**config.mk**
```make
export PLATFORM = sky130hd
export DESIGN_NAME = rx_fis_post
export DESIGN_NICKNAME = d
export VERILOG_FILES = /design/src/rtl/rxf_pkg.sv /design/src/rtl/rxf_decode.sv /design/src/rtl/rxf_area.sv /design/src/rtl/rxf_irq.sv /design/src/rtl/rx_fis_post.sv
export SDC_FILE = /design/constraint.sdc
export NUM_CORES = 1
export LEC_CHECK = 0
export BUFFER_PORTS_ARGS = -buffer_cell sky130_fd_sc_hd__buf_2
export CORE_ASPECT_RATIO = 0.8
export CORE_MARGIN = 2
export CORE_UTILIZATION = 40
export CTS_BUF_LIST = sky130_fd_sc_hd__clkbuf_2 sky130_fd_sc_hd__clkbuf_4 sky130_fd_sc_hd__clkbuf_8
export DETAILED_ROUTE_END_ITERATION = 7
export PLACE_DENSITY = 0.56
export RECOVER_POWER = 25
export SYNTH_ARGS = -nofsm -noshare
export SYNTH_HDL_FRONTEND = slang
export SYNTH_SLANG_ARGS = --single-unit
```
**constraint.sdc**
```tcl
create_clock -name clk -period 6.5 [get_ports clk]
set_input_delay 0.975 -clock clk [delete_from_list [all_inputs] [get_ports clk]]
set_output_delay 0.975 -clock clk [all_outputs]
set_load 0.05 [all_outputs]
```
**src/rtl/rxf_pkg.sv**
```systemverilog
// Shared constants and types for received-frame posting.
// Assumes frames are at most 20 bytes with the type code in byte 0.
package rxf_pkg;
    localparam int FRM_BYTES = 20;
    localparam int FRM_W     = FRM_BYTES * 8;
    localparam int CTX_BYTES = 16;

    localparam logic [7:0] FT_REG = 8'h34;
    localparam logic [7:0] FT_SDB = 8'hA1;
    localparam logic [7:0] FT_PIO = 8'h5F;

    localparam int OFF_REG = 'h40;
    localparam int OFF_SDB = 'h58;
    localparam int OFF_PIO = 'h20;
    localparam int LEN_REG = 20;
    localparam int LEN_SDB = 8;
    localparam int LEN_PIO = 20;

    localparam int IRQ_N  = 4;
    localparam int IB_REG = 0;
    localparam int IB_PIO = 1;
    localparam int IB_SDB = 2;
    localparam int IB_TFE = 3;

    localparam logic [7:0] SDB_ST_MASK = 8'h77;

    typedef enum logic [1:0] {FK_NONE, FK_REG, FK_SDB, FK_PIO} frm_kind_e;
endpackage

```
**src/rtl/rxf_decode.sv**
```systemverilog
// Decodes a frame type code into kind, area offset, length and the
// per-kind interrupt bit. Purely combinational; assumes the offset
// plus length of every kind fits the area.
module rxf_decode
    import rxf_pkg::*;
#(
    parameter int AREA_AW = 7
) (
    input  logic [7:0]         ftype,
    input  logic               irq_req,
    output frm_kind_e          kind,
    output logic [AREA_AW-1:0] offset,
    output logic [4:0]         nbytes,
    output logic [IRQ_N-1:0]   type_irq
);
    // Map type code to kind, placement and requested interrupt.
    always_comb begin
        kind     = FK_NONE;
        offset   = '0;
        nbytes   = '0;
        type_irq = '0;
        case (ftype)
            FT_REG: begin
                kind = FK_REG; offset = AREA_AW'(OFF_REG); nbytes = 5'(LEN_REG);
                type_irq[IB_REG] = irq_req;
            end
            FT_SDB: begin
                kind = FK_SDB; offset = AREA_AW'(OFF_SDB); nbytes = 5'(LEN_SDB);
                type_irq[IB_SDB] = irq_req;
            end
            FT_PIO: begin
                kind = FK_PIO; offset = AREA_AW'(OFF_PIO); nbytes = 5'(LEN_PIO);
                type_irq[IB_PIO] = irq_req;
            end
            default: ;
        endcase
    end
endmodule

```
**src/rtl/rxf_area.sv**
```systemverilog
// Received-frame area: byte-wide storage written a whole frame per
// cycle at a given offset, read one byte at a time combinationally.
// Assumes offset + nbytes never exceeds AREA_BYTES.
module rxf_area
    import rxf_pkg::*;
#(
    parameter int AREA_BYTES = 128,
    localparam int AREA_AW   = $clog2(AREA_BYTES)
) (
    input  logic               clk,
    input  logic               rst_n,
    input  logic               we,
    input  logic [AREA_AW-1:0] offset,
    input  logic [4:0]         nbytes,
    input  logic [FRM_W-1:0]   frm_bytes,
    input  logic [AREA_AW-1:0] rd_addr,
    output logic [7:0]         rd_data
);
    logic [7:0] mem [AREA_BYTES];

    // Clear on reset, otherwise copy the first nbytes frame bytes.
    always_ff @(posedge clk) begin
        if (!rst_n) begin
            for (int a = 0; a < AREA_BYTES; a++) mem[a] <= '0;
        end else if (we) begin
            for (int i = 0; i < FRM_BYTES; i++) begin
                if (i < int'(nbytes)) mem[offset + AREA_AW'(i)] <= frm_bytes[8*i +: 8];
            end
        end
    end

    // Read port.
    assign rd_data = mem[rd_addr];

    // a frame must land entirely inside the area.
    assert_fit_R1: assert property (@(posedge clk) disable iff (!rst_n)
        we |-> (int'(offset) + int'(nbytes) <= AREA_BYTES));
endmodule

```
**src/rtl/rxf_irq.sv**
```systemverilog
// Sticky interrupt-status register with write-one-to-clear and enable
// masking. A set arriving with a clear of the same bit wins.
module rxf_irq
    import rxf_pkg::*;
(
    input  logic             clk,
    input  logic             rst_n,
    input  logic [IRQ_N-1:0] set_mask,
    input  logic [IRQ_N-1:0] clr_mask,
    input  logic [IRQ_N-1:0] enable,
    output logic [IRQ_N-1:0] stat,
    output logic             irq
);
    // Hold, clear then set the status bits.
    always_ff @(posedge clk) begin
        if (!rst_n) stat <= '0;
        else        stat <= (stat & ~clr_mask) | set_mask;
    end

    // Port request from enabled status.
    assign irq = |(stat & enable);

    // bits cleared without a competing set read zero next cycle.
    assert_w1c_R9: assert property (@(posedge clk) disable iff (!rst_n)
        (|(clr_mask & ~set_mask)) |=> ((stat & $past(clr_mask & ~set_mask)) == '0));
    // without set or clear the status is unchanged.
    assert_sticky_R9: assert property (@(posedge clk) disable iff (!rst_n)
        (set_mask == '0 && clr_mask == '0) |=> $stable(stat));
    // a set bit is visible on the next cycle regardless of clears.
    assert_set_wins_R9: assert property (@(posedge clk) disable iff (!rst_n)
        (|set_mask) |=> ((stat & $past(set_mask)) == $past(set_mask)));
endmodule

```
**src/rtl/rx_fis_post.sv**
```systemverilog
// Top of received-frame posting: stores frames, updates the task file,
// raises interrupt status, keeps the error hold, retires queued slots
// and captures the failing command on an errored set-device-bits frame.
// Assumes at most one frame per cycle and NSLOT <= 32.
module rx_fis_post
    import rxf_pkg::*;
#(
    parameter int NSLOT      = 32,
    parameter int AREA_BYTES = 128,
    localparam int SLOT_W    = $clog2(NSLOT),
    localparam int AREA_AW   = $clog2(AREA_BYTES)
) (
    input  logic                   clk,
    input  logic                   rst_n,
    input  logic                   frm_valid,
    input  logic [FRM_W-1:0]       frm_bytes,
    input  logic [SLOT_W-1:0]      cmd_slot,
    input  logic [CTX_BYTES*8-1:0] cmd_ctx,
    input  logic [NSLOT-1:0]       act_set,
    output logic [NSLOT-1:0]       act_vec,
    output logic [7:0]             tf_status,
    output logic [7:0]             tf_error,
    output logic                   err_hold,
    input  logic                   hold_release,
    input  logic [IRQ_N-1:0]       int_en,
    input  logic [IRQ_N-1:0]       int_clr,
    output logic [IRQ_N-1:0]       int_stat,
    output logic                   irq,
    input  logic [AREA_AW-1:0]     area_addr,
    output logic [7:0]             area_data,
    output logic [SLOT_W-1:0]      ecap_slot,
    output logic [7:0]             ecap_status,
    output logic [7:0]             ecap_error,
    output logic [CTX_BYTES*8-1:0] ecap_ctx
);
    frm_kind_e          kind;
    logic [AREA_AW-1:0] offset;
    logic [4:0]         nbytes;
    logic [IRQ_N-1:0]   type_irq;
    logic [IRQ_N-1:0]   set_mask;
    logic [7:0]         st_byte, er_byte;
    logic [NSLOT-1:0]   done_mask;
    logic               known, is_sdb, has_err, take;

    assign st_byte   = frm_bytes[23:16];
    assign er_byte   = frm_bytes[31:24];
    assign done_mask = frm_bytes[32 +: NSLOT];

    rxf_decode #(.AREA_AW(AREA_AW)) u_dec (
        .ftype    (frm_bytes[7:0]),
        .irq_req  (frm_bytes[14]),
        .kind     (kind),
        .offset   (offset),
        .nbytes   (nbytes),
        .type_irq (type_irq)
    );

    // Qualify the frame and form the interrupt set request.
    always_comb begin
        known    = (kind != FK_NONE);
        take     = frm_valid && known;
        is_sdb   = take && (kind == FK_SDB);
        has_err  = take && st_byte[0];
        set_mask = take ? type_irq : '0;
        set_mask[IB_TFE] = has_err;
    end

    rxf_area #(.AREA_BYTES(AREA_BYTES)) u_area (
        .clk       (clk),
        .rst_n     (rst_n),
        .we        (take),
        .offset    (offset),
        .nbytes    (nbytes),
        .frm_bytes (frm_bytes),
        .rd_addr   (area_addr),
        .rd_data   (area_data)
    );

    rxf_irq u_irq (
        .clk      (clk),
        .rst_n    (rst_n),
        .set_mask (set_mask),
        .clr_mask (int_clr),
        .enable   (int_en),
        .stat     (int_stat),
        .irq      (irq)
    );

    // Task-file update: full load, or masked merge for set-device-bits.
    always_ff @(posedge clk) begin
        if (!rst_n) begin
            tf_status <= '0;
            tf_error  <= '0;
        end else if (take) begin
            tf_error <= er_byte;
            if (is_sdb) tf_status <= (tf_status & ~SDB_ST_MASK) | (st_byte & SDB_ST_MASK);
            else        tf_status <= st_byte;
        end
    end

    // Error hold: set by any errored frame, released by software.
    always_ff @(posedge clk) begin
        if (!rst_n)            err_hold <= 1'b0;
        else if (has_err)      err_hold <= 1'b1;
        else if (hold_release) err_hold <= 1'b0;
    end

    // Active vector: retire completed slots, add newly issued ones.
    always_ff @(posedge clk) begin
        if (!rst_n) act_vec <= '0;
        else        act_vec <= (act_vec & ~((is_sdb && !has_err) ? done_mask : '0)) | act_set;
    end

    // Error capture for a failed set-device-bits completion.
    always_ff @(posedge clk) begin
        if (!rst_n) begin
            ecap_slot   <= '0;
            ecap_status <= '0;
            ecap_error  <= '0;
            ecap_ctx    <= '0;
        end else if (is_sdb && has_err) begin
            ecap_slot   <= cmd_slot;
            ecap_status <= st_byte & SDB_ST_MASK;
            ecap_error  <= er_byte;
            ecap_ctx    <= cmd_ctx;
        end
    end

    // an errored recognised frame sets hold and task-file error.
    assert_err_hold_R4: assert property (@(posedge clk) disable iff (!rst_n)
        (frm_valid && known && frm_bytes[16]) |=> (err_hold && int_stat[IB_TFE]));
    // set-device-bits never touches status bits outside the mask.
    assert_sdb_keep_R6: assert property (@(posedge clk) disable iff (!rst_n)
        (frm_valid && kind == FK_SDB) |=> ((tf_status & 8'h88) == $past(tf_status & 8'h88)));
    // an unrecognised frame changes neither status nor task file.
    assert_unknown_R2: assert property (@(posedge clk) disable iff (!rst_n)
        (frm_valid && !known && int_clr == '0) |=> ($stable(int_stat) && $stable(tf_status)));
    // a clean completion leaves its slots inactive.
    assert_retire_R7: assert property (@(posedge clk) disable iff (!rst_n)
        (frm_valid && kind == FK_SDB && !frm_bytes[16] && act_set == '0)
            |=> ((act_vec & $past(done_mask)) == '0));
    // the hold only drops after a release pulse.
    assert_hold_R11: assert property (@(posedge clk) disable iff (!rst_n)
        $fell(err_hold) |-> $past(hold_release));
endmodule

```
Yosys cells after proc, flatten, opt, wreduce, memory -nomap -nowiden:

Memory sizes are Yosys's and may differ from the RTL's.
Cells that the tools add are included.

* word-level logic and storage cells: 243
* bits of input ports: 344
* register bits after elaboration: 200
* memories kept: 1
* output and inout bits: 211
* bits in writable memories: 1024

* reductions and logical operators: 30
* eq/ne operators: 4
* mux-type cells: 152
* bitwise logic cells: 8
* add/subtract/negate cells: 19
* $lt $le $gt $ge: 20

Memories
* u_area.mem: words 128, bits a word 8, rd ports 1, clocked after Yosys merged registers in 0, write ports 128, RTL line rxf_area.sv:19 `logic [7:0] mem [AREA_BYTES];`

Operators with widths (count)
* 8-bit 2-to-1 mux: 21
* 8-bit OR reduction: 20
* 7-bit 2-to-1 mux: 20
* 1-bit 2-to-1 mux: 106
* 7-bit by 4-bit adder with 7-bit output (second input constant): 8
* 4-bit by 5-bit < comparator with 1-bit output (first input constant): 8
* 32-bit AND: 1
* 32-bit 2-to-1 mux: 1
* 32-bit NOT: 1
* 32-bit OR: 1
* 7-bit by 3-bit adder with 7-bit output (second input constant): 4
* 7-bit by 5-bit adder with 7-bit output (second input constant): 4
* 7-bit one-hot mux with 3 select lines: 1
* 3-bit by 5-bit < comparator with 1-bit output (first input constant): 4
* 5-bit < comparator (first input constant): 4
* 7-bit by 2-bit adder with 7-bit output (second input constant): 2
* 1-bit by 5-bit < comparator with 1-bit output (first input constant): 2
* 2-bit by 5-bit < comparator with 1-bit output (first input constant): 2
* 5-bit one-hot mux with 2 select lines: 1
* 4-bit AND: 2
* 8-bit by 6-bit == test with 1-bit output (second input constant): 1
* 8-bit by 7-bit == test with 1-bit output (second input constant): 1
* 8-bit == test (second input constant): 1
* 8-bit by 7-bit OR with 8-bit output: 1
* 11 further kinds: 16

Longest topological paths before layout:

Gate-level depths: netlist (run 1).

* word-level depth: 11
* mapped depth: 13

Cells and area by module:

Synthesis (run 1) repeated with hierarchy kept, for this count alone.

* cell total of the unflattened synthesis: 33352
* area, all modules: 223725.8 µm²

By module, submodules not included
* rxf_area: cells each 32472, instances 1, area an instance 215746.9 µm²
* rx_fis_post: cells each 838, instances 1, area an instance 7647.3 µm²
* rxf_decode: cells each 27, instances 1, area an instance 177.7 µm²
* rxf_irq: cells each 15, instances 1, area an instance 153.9 µm²

Least setup slack after synthesis (run 1):

Ideal clock, no wire load.

* kind: input to register
* from: in frm_bytes[6]
* to: mem u_area.mem[72][0], enable pin
* data arrival time: 5.320 ns
* cell stages on the path: 8
* slack: 0.714 ns
* setup time: 0.466 ns
* required time: 6.034 ns
* buffers on the path: 0
* path through: or4b_1 -> nor2_1 -> inv_1 -> ha_1 -> or3_1 -> a211oi_2 -> nand2_1 -> o21ai_0

RTL lines
* start, declared: RTL line rx_fis_post.sv:16 `input logic [FRM_W-1:0] frm_bytes,`
* end, declared: RTL line rxf_area.sv:19

==> results summary, run 1 <==
The flow ran to the end, but the final reports show violations. The worst setup path is launched from an input pin. The H-tree was split into 4 levels. The number of buffers on the longest clock path came out at 3. The fill cell total of the finished layout is approximately 11000. The depth of the worst register-to-register path came out at 2. The clock power share came out at between 30 and 40%. Tracing the worst setup path back leads to its startpoint at frm_bytes[6]. The final reports fail on max-capacitance violations, max-slew violations.

The clock arrives with 0 ps of skew. The data required time of the worst path is 6930 ps. Clock-pin slew was measured on the worst setup and hold paths at approximately 60 ps. The max-slew headroom at the worst pin came out at -139%. The total standard cell area after synthesis is 47500 um^2. The post-synthesis cell type count is 57. The final-report hold violation count was 0. In this run the critical register-to-register path is captured at ecap_ctx[27]. The critical path is of the in2reg type. The met2 routing resource usage after global routing is 37.1%. The final standard cell area without fillers came out at around 56000 um^2.

The maximum net fanout on the critical path came out at 60. The pre-antenna-repair detailed-routing pass consisted of 6 iterations. The cell count after synthesis came out at 3464.

The post-CTS setup buffer count is 0. The share of synthesized area occupied by flip-flops and latches is roughly 65%. The number of vias after detailed routing is approximately 32000. The layout net count is 4492. The number of buffers inserted by hold repair at cts came out at 0. Compared with the post-synthesis result, the final layout area differs by 17.1%. The most numerous cell type found on the critical path is sky130_fd_sc_hd__clkbuf_1. The first-pass GRT wire length is about 220000 um. 555 I/O pins were placed. The remaining routing DRC violations came out at 0.

Once placement finished, the instance area stood at between 50000 and 60000 um^2. The via count of the first global-routing pass is between 30000 and 40000. The mean cell area of the mapped netlist is between 10 and 15 um^2. The total power divided by cell area came out at 275 nW/um^2. The time the worst path needs with I/O delays and setup is approximately 5500 ps. Setup violations remaining at the end of the flow were counted as 0. The number of warnings issued by yosys is 0.

The die extent in y is between 300 and 400 um. Across the run, the number of max-cap violations was 7. The flop-to-flop setup slack is ~5600 ps.

Counting flops with an async set or reset pin after synthesis yields a share of 0%. The combinational cell fraction of total power is about 8.4%. Yosys instantiated no cell more often than sky130_fd_sc_hd__edfxtp_1. The number of antenna violations at the first check in global routing came out at 20. The number of placement rows is 113. TritonCTS built the clock tree. The startpoint identified for the worst register-to-register timing path is ecap_ctx[27]. Setup repair after global routing left no endpoint under its margin. The fraction of synthesized cell area taken by the top area cell type came out at 56.7%.

Summed over all instances, the cell type with the most area after synthesis is sky130_fd_sc_hd__edfxtp_1. In the global route stage, overall resource usage came out at 25.1%. During placement, the flow inserted port buffers numbering between 500 and 600. The internal power contribution is about 11 mW. The TritonCTS buffer count is approximately 180.

For this block, the initial DRC count from the detailed router was 3713. The sum of net half-perimeters after detailed placement is roughly 110000 um. The fraction of met3 tracks used by global routing is 6.68%. Using the TritonRoute via totals, the vias-per-cell ratio works out to roughly 5.4. After detailed routing, the average wire length per cell comes to around 26 um.

The final weighted congestion in routability-driven placement is 0.894. The number of enable flip-flop cells after synthesis came out at ~900. The net switching fraction of the power is approximately a quarter. The library cell used as clock root buffer is sky130_fd_sc_hd__clkbuf_8. The signal on the critical path passes through clkbuf_1, nor4b_1, nand2b_2, nor3_1, clkbuf_1, nand2b_1, clkbuf_1. The count of nets left with antenna violations after detail routing is 0.

The layer flagged by global routing as most heavily used is met2. Ranked by instance count, the synthesized netlist is headed by 896 x sky130_fd_sc_hd__edfxtp_1, 461 x sky130_fd_sc_hd__nand2_1, 405 x sky130_fd_sc_hd__and2_1. The number of max-slew violations in the final report is 443. The cell type of the slowest stage on the worst timing path is sky130_fd_sc_hd__clkbuf_1. Data on the critical path arrives at its endpoint at around 5900 ps. Cells with a size suffix above 1 make up a little under a quarter of the layout. Clock latency on the worst-skew pair, taken at its later pin, is between 800 and 900 ps. The most common flop cell mapped by yosys is sky130_fd_sc_hd__edfxtp_1. The worst hold-check path type is in2reg.

In the finished design, the share of the clock period the worst path needs comes to 84.4%. The aggregate routed wire length is around 150000 um. The maximum vdd drop is ~0.17 mV. The sequential fraction of design power is between 50% and 60%. The residual overflow from global routing is 0.

The delay of the slowest critical-path stage is around 1800 ps. The die extent in x came out at around 390 um. The endpoint class of the critical path is a flip-flop. The register bit total from synthesis is approximately 1100.

The capturing element of the worst setup path is u_area.mem[69][1]. The initial core utilization came out at about two fifths. The switching power is between 3 and 4 mW. The floorplan step defined a core boundary enclosing around 120000 um^2. The number of gates resized after CTS was 0.

Sorting the synthesized cells by area gives the leading types as sky130_fd_sc_hd__edfxtp_1 57%, sky130_fd_sc_hd__dfxtp_1 8.4%, sky130_fd_sc_hd__mux4_2 8.4%. The fmax came out at approximately 180 MHz. Entering global routing, the biggest net connects between 100 and 150 pins.

Setup total negative slack on the finished layout was measured at 0 ps. The floorplan step defined a die boundary enclosing between 100000 and 150000 um^2. The clock net in this run drives a total of about 1100 sinks. The pin slew with the least headroom to its limit came out at approximately 3600 ps.

The leakage power of the design came out at about 21 nW. The met1 usage in global routing came out at 36.6%.
## sequential cells by signal (all words and copies together) (netlist names)
signal and cells:
u_irq.stat 4, ecap_status 6, act_vec 32, u_area.mem 896
ecap_ctx 128, tf_status 8, ecap_slot 5, tf_error 8
err_hold 1, ecap_error 8
## layout make-up
class                   count  area [um^2]  share of cell area [%]
flip-flops and latches   1096        30900                    55.6
clock buffers             264         3150                    5.67
clock inverters            53          308                   0.554
repair buffers            639         3290                    5.91
diodes                     13         32.5                  0.0585
well taps                1552         1940                    3.49
multi-input cells        2190        15800                    28.4
inverters                  40          158                   0.284
## worst max-delay path, delay by kind of cell
kind / cells / cell delay, ps
buf+inv: 3 / 3530
simple gates: 4 / 1360
## worst min path at each step
stage / from / endpoint / slack (ps) / depth (start not counted)
after floorplan: tf_status[3] / tf_status[3] / 670 / 2
after global placement: ecap_ctx[120] / ecap_ctx[120] / 440 / 2
after detailed placement: ecap_ctx[83] / ecap_ctx[83] / 440 / 2
after CTS: act_set[0] / act_vec[0] / 200 / 2
after global routing: act_set[6] / act_vec[6] / 230 / 2
final: act_set[6] / act_vec[6] / 290 / 2
## stage by stage
stage | util (%) | setup WS, ps | hold slack, ps | cells | total power [mW]
after floorplan | - | 714 | 671 | 3600 | 8.79
after global placement | 44.4 | 1170 | 439 | 5517 | 9.41
after detailed placement | 44.4 | 1130 | 443 | 5517 | 9.42
after CTS | 47.3 | 1460 | 198 | 5834 | 15.4
after global routing | 47.0 | 741 | 231 | 5839 | 15.8
final | 47.0 | 1020 | 292 | 5847 | 15.3
## power by group through the flow
stage	clock (mW)	sequential, mW	combinational [mW]
floorplan	0	8.17	0.619
global placement	0	8.14	1.27
detailed placement	0	8.15	1.28
CTS	6.10	8.00	1.28
global route	6.38	8.03	1.34
finish	5.98	8.01	1.28
## cells by family (layout without fill, tap and decap cells)
logic type | Yosys count | after routing | share of synthesized area [%]
buf+inv | 314 | 996 | 2.93
compound gates | 420 | 420 | 5.93
xor+xnor | 1 | 1 | 0.0185
fa+ha+maj | 4 | 4 | 0.105
other cells | 1 | 150 | 0.00790
mux | 339 | 339 | 11.9
simple gates | 1289 | 1289 | 14.0
flops | 1096 | 1096 | 65.1
## placed cells by master (no fill, tap or decap), types with 42 or more instances in the layout
master	count
sky130_fd_sc_hd__o31ai_1	42
sky130_fd_sc_hd__edfxtp_1	896
sky130_fd_sc_hd__buf_4	69
sky130_fd_sc_hd__a22oi_1	47
sky130_fd_sc_hd__nand2_1	460
sky130_fd_sc_hd__and3_1	200
sky130_fd_sc_hd__clkbuf_4	77
sky130_fd_sc_hd__conb_1	137
sky130_fd_sc_hd__and2_1	366
sky130_fd_sc_hd__mux2i_1	138
sky130_fd_sc_hd__clkbuf_1	210
sky130_fd_sc_hd__buf_2	346
sky130_fd_sc_hd__nand3_1	49
sky130_fd_sc_hd__dfxtp_1	200
sky130_fd_sc_hd__nor2_1	80
sky130_fd_sc_hd__mux4_2	176
sky130_fd_sc_hd__a21oi_1	176
sky130_fd_sc_hd__nor3_1	42
sky130_fd_sc_hd__clkbuf_8	188
## layer usage
metal	vias up	wire length, um
li1	14026	-
met1	15866	66900
met2	1524	68400
met3	209	15500
met4	8	3600
met5	-	41
(Power assumes the default switching activity.)
==> run 2: changes to the inputs <==
==> constraint.sdc (replaced) <==
create_clock -name clk -period 5.5 [get_ports clk]
set_input_delay 0.825 -clock clk [delete_from_list [all_inputs] [get_ports clk]]
set_output_delay 0.825 -clock clk [all_outputs]
set_load 0.05 [all_outputs]
==> run 2 against run 1 <==
Compared with the run above:
- the flow still finishes with violations (max-capacitance violations, max-slew violations)
- die area unchanged
- sequential share of layout area decreased by 0.21 points
- critical path type is now in2out
- combinational power increased by 19%
- wire length decreased by 1.2%
- sequential power increased by 18%
- utilization increased by 0.18 points
==> results summary, run 2 (synthesized netlist as in run 1, its figures left out) <==
The number of port buffers came out at 552. The post-cts resize count came out at 0. The largest clock skew in the final design came out at 0 ps. The switching power came out at roughly 4.5 mW. The cell depth of the worst hold path came out at 2. The number of antenna violations at the first check in global routing is 27. The proportion of layout cells with a drive suffix above 1 came out at 23.1%.

The maximum net fanout on the critical path came out at between 40 and 50. The area added between synthesis and finish is 17.6%. The worst min-delay path endpoint is act_vec[20]. Leaving out fill and tap cells, the most frequent cells in the layout are 896 x sky130_fd_sc_hd__edfxtp_1, 460 x sky130_fd_sc_hd__nand2_1, 377 x sky130_fd_sc_hd__and2_1, 347 x sky130_fd_sc_hd__buf_2, 208 x sky130_fd_sc_hd__clkbuf_1. The placeable core region came out at 118000 um^2.

The routed design has about 150000 um of wire. The die extent in y came out at between 300 and 400 um. Clock latency on the worst-skew pair, taken at its later pin, is roughly 870 ps. The run finished, with violations left. The pin slew with the least headroom to its limit came out at about 3600 ps. The number of max-slew violations in the final report is between 200 and 250.

The total number of H-tree levels is 4. In this run the horizontal extent of the chip is between 300 and 400 um. The layout net count came out at between 4000 and 5000. The clock sink count is between 1000 and 1500.

The post-CTS setup buffer count is 0. The via count of the first global-routing pass came out at between 30000 and 40000. The longest clock path from root to sink contains 3 buffers. The first-iteration detailed-routing DRC count is approximately 3600. The final weighted congestion in routability-driven placement is approximately 0.89. For this run, the number of standard cells in the final layout without fillers is 5865. The clock input transition at the sequential cells of the worst setup and hold paths came out at approximately 60 ps.

The most common cell after layout, fill and taps aside is sky130_fd_sc_hd__edfxtp_1. The initial utilization of the core area, before any placement, comes to approximately two fifths. The clock power share came out at about two fifths. The average routed wire per standard cell came out at approximately 26 um. The floorplan has roughly 110 rows.

The critical path arrival came out at around 3800 ps. The top register by number of flip-flops is u_area.mem. The count of nets left with antenna violations after detail routing is 0. The number of detailed-routing iterations run before antenna repair came out at 5. The final-report hold violation count is 0. The time the worst path needs with I/O delays and setup is about 4700 ps.

The all-layer global routing usage is 24.8%. For this run the aggregate overflow at the end of global routing stands at 0. The number of endpoints failing setup at the final stage is 0. The design draws 18.0 mW. The worst setup path is of the in2out kind.

~560 I/O pins were placed. The data required time of the worst path came out at roughly 4700 ps. The maximum vdd drop is 0.177 mV. The internal power contribution came out at approximately 14 mW. The checks that failed: max-capacitance violations, max-slew violations.

The worst hold margin came out at around 150 ps. The part of the cycle the worst path needs is 84.6%. The TritonCTS buffer count came out at 178. In the final layout, the registers with the most flip-flops are u_area.mem: 896 flops, ecap_ctx: 128 flops, act_vec: 32 flops. The fill cell total of the finished layout is 10744. For flop-to-flop paths, the worst setup slack is 4720 ps. The max-slew headroom at the worst pin is -138%. The number of vias after detailed routing came out at around 32000. The library cell used as clock root buffer is sky130_fd_sc_hd__clkbuf_8. The endpoint identified for the worst register-to-register timing path is act_vec[24]. The number of flip-flops under the largest register name is approximately 900.

The TritonCTS clock tree is yes. The number of buffers inserted by hold repair at cts is 0. Max-cap violations in this run came to 4. The floorplan step defined a die boundary enclosing about 120000 um^2.

Based on the critical path, the design can be clocked at up to between 200 and 250 MHz. The worst setup path is captured at an output pin. The sum of net half-perimeters after detailed placement is 104000 um. The path class of the tightest hold or removal check is in2reg. The worst setup path is launched from an input pin. The combinational cell fraction of total power is under 10%. Entering global routing, the biggest net connects between 150 and 200 pins. For this design the static power due to leakage is roughly 21 nW. The number of placed instances with taps included is about 5500.

In this run the most critical hold path is launched from act_set[20]. The startpoint identified for the worst register-to-register timing path is act_vec[24]. The depth of the worst register-to-register path is 2.

After detailed routing, the number of remaining DRC violations is 0. After detailed routing, the number of vias per cell comes to ~5.4. The sequential fraction of design power is between 50% and 60%. The first global-routing pass estimated between 200000 and 250000 um of wire.

The net switching fraction of the power is 25.1%. Setup repair after global routing left no endpoint under its margin. The total power divided by cell area came out at roughly 320 nW/um^2.
run 2: cell count changes in the layout (fill, tap and decap cells not counted), moves of 9 or more:
cell                       delta
sky130_fd_sc_hd__and2_1      +11
sky130_fd_sc_hd__clkinv_2     +9
sky130_fd_sc_hd__buf_4       +12
sky130_fd_sc_hd__and2_0      -11
sky130_fd_sc_hd__clkbuf_4    -13
sky130_fd_sc_hd__clkinv_1    +10
run 2: worst max-delay path by stage:
stage | from | end | slack, ps | cells past startpoint
global route | area_addr[0] | area_data[3] | 750 | 9
detailed placement | frm_bytes[6] | u_area.mem[6][1] | 620 | 13
global placement | frm_bytes[6] | u_area.mem[7][2] | 580 | 13
finish | area_addr[2] | area_data[3] | 850 | 10
floorplan | frm_bytes[6] | u_area.mem[72][0] | -140 | 8
CTS | area_addr[0] | area_data[3] | 830 | 9
run 2: routing by layer:
layer  wire length (um)  global-route usage, %
met5                 41                      0
met2              68500                   37.0
met1              64600                   35.4
met3              15700                   7.01
met4               3720                   7.36
run 2: final cells by class:
cell class	count	area [um^2]	share of cell area [%]
multi-input combinational	2190	15800	28.3
antenna	7	17.5	0.0314
inverter	40	150	0.269
sequential	1096	30900	55.4
timing repair buffer	656	3490	6.26
clock buffer	251	3050	5.47
tap	1552	1940	3.48
clock inverter	73	423	0.758
run 2: power by group through the flow:
| stage | Combinational [mW] | Clock [mW] | Sequential, mW |
|---|---|---|---|
| after floorplan | 0.732 | 0 | 9.66 |
| after global placement | 1.52 | 0 | 9.62 |
| after detailed placement | 1.52 | 0 | 9.63 |
| after CTS | 1.52 | 7.18 | 9.46 |
| after global routing | 1.59 | 7.52 | 9.49 |
| final | 1.52 | 7.05 | 9.46 |
run 2: worst max-delay path: stages:
cell	delay (ps)
sky130_fd_sc_hd__clkbuf_8	420
sky130_fd_sc_hd__buf_4	410
sky130_fd_sc_hd__buf_4	300
sky130_fd_sc_hd__mux2i_1	290
sky130_fd_sc_hd__a21oi_1	100
sky130_fd_sc_hd__a31oi_1	470
sky130_fd_sc_hd__nand3_1	140
sky130_fd_sc_hd__a221oi_1	310
sky130_fd_sc_hd__a31oi_1	150
sky130_fd_sc_hd__buf_2	280
run 2: metrics by stage:
stage | cell area (um^2) | TNS, ps | setup slack [ps] | utilization, %
2_1_floorplan | 48000 | -13060 | -136 | -
3_3_place_gp | 52600 | 0 | 583 | 44.5
3_5_place_dp | 52600 | 0 | 624 | 44.5
4_1_cts | 56100 | 0 | 832 | 47.4
5_1_grt | 55800 | 0 | 751 | 47.2
6_report | 55800 | 0 | 845 | 47.2
